[src/rtl/elc_pkg.sv]
package elc_pkg;

    localparam int IN_W    = 10;
    localparam int OUT_W   = 8;
    localparam int FRAC_W  = 12;
    localparam int SLOPE_W = FRAC_W + 1;
    localparam int PROD_W  = IN_W + SLOPE_W;
    localparam int RND_W   = PROD_W + 1 - FRAC_W;
    localparam int SUM_W   = RND_W + 1;

    localparam logic [SLOPE_W-1:0] SLOPE_ONE   = SLOPE_W'(1 << FRAC_W);
    localparam logic [SLOPE_W-1:0] SLOPE_RESET = SLOPE_W'(1638);
    localparam logic [IN_W-1:0]    PED_IN_RST  = IN_W'(50);
    localparam logic [OUT_W-1:0]   PED_OUT_RST = OUT_W'(8);
    localparam logic [OUT_W-1:0]   CODE_MAX    = '1;

    typedef struct packed {
        logic [SLOPE_W-1:0] slope;
        logic [IN_W-1:0]    ped_in;
        logic [OUT_W-1:0]   ped_out;
    } coef_t;

    localparam coef_t COEF_RESET = '{slope: SLOPE_RESET, ped_in: PED_IN_RST, ped_out: PED_OUT_RST};

    typedef struct packed {
        logic               vld;
        logic               bad;
        logic [IN_W-1:0]    delta;
        logic [SLOPE_W-1:0] slope;
        logic [OUT_W-1:0]   ped_out;
    } stage1_t;

    typedef struct packed {
        logic             vld;
        logic             bad;
        logic [OUT_W-1:0] code;
    } result_t;

    function automatic logic [IN_W-1:0] above_ped(input logic [IN_W-1:0] x,
                                                   input logic [IN_W-1:0] ped);
        return (x > ped) ? x - ped : '0;
    endfunction

    function automatic logic [RND_W-1:0] scale_round(input logic [IN_W-1:0] d,
                                                      input logic [SLOPE_W-1:0] s);
        logic [PROD_W:0] p;
        p = (PROD_W+1)'(d) * (PROD_W+1)'(s) + (PROD_W+1)'(1 << (FRAC_W - 1));
        return p[PROD_W:FRAC_W];
    endfunction

    function automatic logic [OUT_W-1:0] clip_code(input logic [SUM_W-1:0] v);
        return (v > SUM_W'(CODE_MAX)) ? CODE_MAX : v[OUT_W-1:0];
    endfunction

endpackage

[src/rtl/elc_coef_table.sv]
module elc_coef_table
    import elc_pkg::*;
#(
    parameter int CHAN_W = 5,
    localparam int NCHAN = 1 << CHAN_W
) (
    input  logic              clk,
    input  logic              rst,
    input  logic              we,
    input  logic [CHAN_W-1:0] wr_chan,
    input  coef_t             wr_coef,
    input  logic [CHAN_W-1:0] rd_chan,
    output coef_t             rd_coef
);

    coef_t tbl [NCHAN];

    always_ff @(posedge clk) begin
        if (rst) begin
            for (int i = 0; i < NCHAN; i++) tbl[i] <= COEF_RESET;
        end else if (we) begin
            tbl[wr_chan] <= wr_coef;
        end
    end

    assign rd_coef = tbl[rd_chan];

    // a write is visible in the addressed entry on the next cycle
    p_write_lands_r9: assert property (@(posedge clk) disable iff (rst)
        we |=> tbl[$past(wr_chan)] == $past(wr_coef));

endmodule

[src/rtl/elc_datapath.sv]
module elc_datapath
    import elc_pkg::*;
(
    input  logic            clk,
    input  logic            rst,
    input  logic            in_vld,
    input  logic [IN_W-1:0] in_x,
    input  coef_t           coef,
    output result_t         res
);

    stage1_t s1;
    logic [RND_W-1:0] rnd;
    logic [SUM_W-1:0] sum;

    always_ff @(posedge clk) begin
        if (rst) begin
            s1 <= '0;
        end else begin
            s1.vld     <= in_vld;
            s1.bad     <= coef.slope[SLOPE_W-1];
            s1.delta   <= above_ped(in_x, coef.ped_in);
            s1.slope   <= coef.slope;
            s1.ped_out <= coef.ped_out;
        end
    end

    always_comb begin
        rnd = scale_round(s1.delta, s1.slope);
        sum = SUM_W'(s1.ped_out) + SUM_W'(rnd);
    end

    always_ff @(posedge clk) begin
        if (rst) begin
            res <= '0;
        end else begin
            res.vld  <= s1.vld;
            res.bad  <= s1.bad;
            res.code <= clip_code(sum);
        end
    end

    // valid travels one stage per clock
    p_valid_in_r6: assert property (@(posedge clk) disable iff (rst)
        in_vld |=> s1.vld);
    p_valid_out_r6: assert property (@(posedge clk) disable iff (rst)
        s1.vld |=> res.vld);
    p_idle_out_r6: assert property (@(posedge clk) disable iff (rst)
        !s1.vld |=> !res.vld);
    // zero distance above the pedestal gives the output pedestal
    p_clamp_floor_r4: assert property (@(posedge clk) disable iff (rst)
        (s1.vld && s1.delta == '0) |=> res.code == $past(s1.ped_out));
    // the code never falls below the output pedestal
    p_no_underflow_r5: assert property (@(posedge clk) disable iff (rst)
        s1.vld |=> res.code >= $past(s1.ped_out));
    // error flag follows the slope range
    p_slope_flag_r7: assert property (@(posedge clk) disable iff (rst)
        s1.vld |=> res.bad == ($past(s1.slope) >= SLOPE_ONE));

endmodule

[src/rtl/elc_convert.sv]
module elc_convert
    import elc_pkg::*;
#(
    parameter int CHAN_W = 5
) (
    input  logic              clk,
    input  logic              rst,
    input  logic              cfg_we,
    input  logic [CHAN_W-1:0] cfg_chan,
    input  logic [12:0]       cfg_slope,
    input  logic [9:0]        cfg_ped_in,
    input  logic [7:0]        cfg_ped_out,
    input  logic              smp_valid,
    input  logic [CHAN_W-1:0] smp_chan,
    input  logic [9:0]        smp_energy,
    output logic              et_valid,
    output logic [7:0]        et_code,
    output logic              et_slope_err
);

    coef_t   wr_coef;
    coef_t   rd_coef;
    result_t res;

    assign wr_coef = '{slope: cfg_slope, ped_in: cfg_ped_in, ped_out: cfg_ped_out};

    elc_coef_table #(.CHAN_W(CHAN_W)) u_table (
        .clk     (clk),
        .rst     (rst),
        .we      (cfg_we),
        .wr_chan (cfg_chan),
        .wr_coef (wr_coef),
        .rd_chan (smp_chan),
        .rd_coef (rd_coef)
    );

    elc_datapath u_dp (
        .clk    (clk),
        .rst    (rst),
        .in_vld (smp_valid),
        .in_x   (smp_energy),
        .coef   (rd_coef),
        .res    (res)
    );

    assign et_valid     = res.vld;
    assign et_code      = res.code;
    assign et_slope_err = res.bad;

    // outputs quiet in the cycle after reset
    p_reset_quiet_r10: assert property (@(posedge clk)
        $past(rst) |-> (!et_valid && et_code == '0 && !et_slope_err));

endmodule

[config.mk]
export PLATFORM = sky130hd
export DESIGN_NAME = elc_convert
export DESIGN_NICKNAME = d
export VERILOG_FILES = /design/src/rtl/elc_pkg.sv /design/src/rtl/elc_coef_table.sv /design/src/rtl/elc_datapath.sv /design/src/rtl/elc_convert.sv
export SDC_FILE = /design/constraint.sdc
export NUM_CORES = 2
export LEC_CHECK = 0
export BUFFER_PORTS_ARGS = -buffer_cell sky130_fd_sc_hd__buf_4
export CAP_MARGIN = 20
export CORE_MARGIN = 2
export CORE_UTILIZATION = 39
export CTS_CLUSTER_SIZE = 12
export DETAILED_ROUTE_END_ITERATION = 10
export GPL_TIMING_DRIVEN = 1
export SYNTH_ARGS = -nofsm -noshare
export SYNTH_HDL_FRONTEND = slang
export SYNTH_HIERARCHICAL = 1
export SYNTH_SLANG_ARGS = --single-unit
export TNS_END_PERCENT = 20
[constraint.sdc]
create_clock -name clk -period 7.9 [get_ports clk]
set_input_delay 0.79 -clock clk [delete_from_list [all_inputs] [get_ports clk]]
set_output_delay 0.79 -clock clk [all_outputs]
set_load 0.1 [all_outputs]
==> results.cfg <==
[logic_synthesis]
yosysMostFrequentCell = edfxtp_1
synth_seq_cells = 1034
syn-instance-count = 4126
synth_edf_count = 992
synth_area_um2 = 52200
async_flop_share = 0
synth_common_cells = 992 x edfxtp_1, 729 x and2_1, 498 x mux2i_1
syn-mean-instance-area_um2 = 12.6
yosysWarningCount = 6
synthDistinctLibCells = 66
synth_area_leader_cell = edfxtp_1
synth.area.top_cells = edfxtp_1 57%, mux2i_1 9.6%, and2_1 8.7%
synthFlopType = edfxtp_1
seq_area_frac_synth = 0.587
yosysTopAreaCellShare = 0.571
syn_nets = 4357

[power]
powerDensity_nw_per_um2 = 223
clockPowerShare = 0.379
p_int_w = 0.00948
p_sw_w = 0.00332
comb_power_share = 0.117
power_w = 0.0128
ir_drop_uv = 157
p_sw_frac = 0.259
seqPwrFrac = 0.504
leakagePower_nw = 21.4

[setup_path]
regToRegEndpoint = u_dp/res[1]
cp_max_fo = 13
worstPathBufferInverterCount = 3
critPathRequiredTime_ns = 8.45
ff2ff_path_depth = 26
path_class = reg2reg
r2r_start = u_dp/s1[25]
cp-end-kind = register
cp_common_cell = fa_1
crit_slowest_cell = dfxtp_1
r2r_slack_ns = 0.89
crit_family = adder cells
arrival_ns = 7.57
slowest_delay_ns = 0.64
critPathLaunchType = register

[timing]
fin_skew_ns = 0.0394
maxSlewViolCount = 0
setup_ws_ns = 0.887
tns_ns = 0
tightest_slew_ns = 1.12
fmax_ghz = 0.143
timing.hold.ws_ns = 0.303
min_period_ns = 7.01
max_slew_margin = 0.256
min_period_over_period = 0.888
setup_viol = 0
hold_viol = 0
rsz0062_at_grt = false

[outcome]
run_status = finished, final reports clean

[global_routing]
grt_pass1_wl_mm = 211
antenna_found_initial = 5
grt_overflow_total = 0
grtUsageTotal = 0.205
grt_max_degree = 89
grt_pass1_vias = 31800

[route]
viasPerCell = 5.43
drt-met1-wl_mm = 64.2
drc = 0
highest_layer = met4
num_vias = 31800
wl_per_cell_um = 24.2
met2_wirelength_mm = 67.2
routed_wl_mm = 142
postRouteAntennaNets = 0
drtPass1Iterations = 5
wl_met3_mm = 6.88
drt_iter0_markers = 2473

[clocking]
insertion_delay_ns = 0.71
hold_buffers = 0
post-cts-setup-buffers = 0
cts_inserted_buffers = 112
ctsResizeCount = 0
h-tree-depth = 3
cts.path.max_buffers = 3
clock_sinks = 1034
clk_pin_slew_ns = 0.07
cts_tree = done
ctsRootBufferMaster = clkbuf_16

[worst_hold_path]
min_to = u_dp/s1[32]
hold_path_class = in2reg
holdCritStartpoint = smp_valid
hold_depth = 2

[die]
io_pins = 65
rows = 134
die_w_um = 370
core_area_um2 = 133000
die-area_um2 = 137000
die_h_um = 370
start_util = 0.392

[placed_design]
place.gp.congestion = 0.808
detailed_place.area_um2 = 54000
port_buffers = 64
hpwl_mm = 85.4
pre_cts_slack_ns = 0.917

[finish]
fillers = 12200
fin_area_um2 = 57300
layout-drive-gt1-share = 0.0878
seq_area_um2 = 30600
nets = 4233
area_growth_pct = 9.85
multi_input_area_um2 = 19500

[run]
drv_cap = 0
==> per-layer routing <==
layer  vias to the layer above  GRT usage
met2                       840      0.334
met4                         0     0.0567
met3                       187     0.0247
li1                      14500          -
met5                         -          0
met1                     16300      0.290
==> cells by family after synthesis <==
kind of cell	synth area share
AO/OA/AOI/OAI	0.0475
buffers and inverters	0.0405
flip-flops	0.587
adder cells (fa/ha/maj)	0.0550
XOR/XNOR	0.00285
AND/OR/NAND/NOR	0.172
multiplexers	0.0955
==> cells in the final DEF (no fill, tap or decap), drive strengths merged, types with 8 or more instances in the layout <==
cell type,Yosys,layout
a21oi,121,121
a22o,62,62
a22oi,94,94
a31oi,36,36
and2,734,734
buf,89,143
clkbuf,292,143
clkinv,0,50
dfxtp,42,42
edfxtp,992,992
fa,89,89
ha,87,87
inv,123,127
mux2i,498,498
nand2,186,186
nand3,102,102
nor2,55,55
nor2b,31,31
nor3,43,43
o21ai,18,18
or2,33,33
or3,323,323
xnor2,9,9
xor2,8,8
==> through the flow <==
stage / util / std cells
3_5_place_dp: 0.405 / 5656
3_3_place_gp: 0.405 / 5656
5_1_grt: 0.430 / 5859
6_report: 0.431 / 5862
4_1_cts: 0.430 / 5859
2_1_floorplan: - / 4126
==> worst reg2reg max path: stages, from the launching register on <==
cell and delay, ns:
dfxtp_1 0.64, nand2_1 0.15, fa_1 0.56, inv_1 0.06, fa_1 0.55, fa_1 0.43
fa_1 0.49, inv_1 0.05, fa_1 0.47, inv_1 0.04, ha_1 0.32, and4_4 0.18
and4_1 0.23, a31oi_4 0.21, nand3b_4 0.14, or3_1 0.34, nand2_1 0.09, xnor2_1 0.15
ha_1 0.30, a21oi_1 0.20, a21boi_0 0.13, o21a_1 0.20, nor2_1 0.15, o21ai_0 0.09
mux2i_1 0.12, and4b_1 0.48, a21oi_2 0.10
==> power groups by stage <==
stage | registers [W] | clock network [W] | logic [W]
floorplan | 0.00660 | 0 | 0.000939
global placement | 0.00655 | 0 | 0.00149
detailed placement | 0.00656 | 0 | 0.00150
CTS | 0.00645 | 0.00494 | 0.00151
global route | 0.00648 | 0.00514 | 0.00163
finish | 0.00645 | 0.00485 | 0.00150
==> flip-flops by register name, indices dropped and copies added (netlist names) <==
signal / flops
u_table/tbl: 992
u_dp/res: 10
u_dp/s1: 32
==> layout make-up <==
class,count,area share
Clock inverter,60,0.00685
Tap cell,1768,0.0386
Clock buffer,143,0.0513
Timing Repair Buffer,143,0.0208
Inverter,123,0.00806
Antenna cell,3,0.000131
Multi-Input combinational cell,2588,0.340
Sequential cell,1034,0.534
==> worst max path at each step <==
stage                start           to  slack [ns]  depth (start not counted)
5_1_grt        u_dp/s1[25]  u_dp/res[1]        0.43                         26
3_5_place_dp   u_dp/s1[25]  u_dp/res[1]        0.92                         26
2_1_floorplan  u_dp/s1[22]  u_dp/res[0]        1.44                         28
3_3_place_gp   u_dp/s1[22]  u_dp/res[1]        1.08                         26
4_1_cts        u_dp/s1[25]  u_dp/res[1]        0.90                         26
6_report       u_dp/s1[25]  u_dp/res[1]        0.89                         26
No activity file was read; power rests on OpenSTA's default activity.
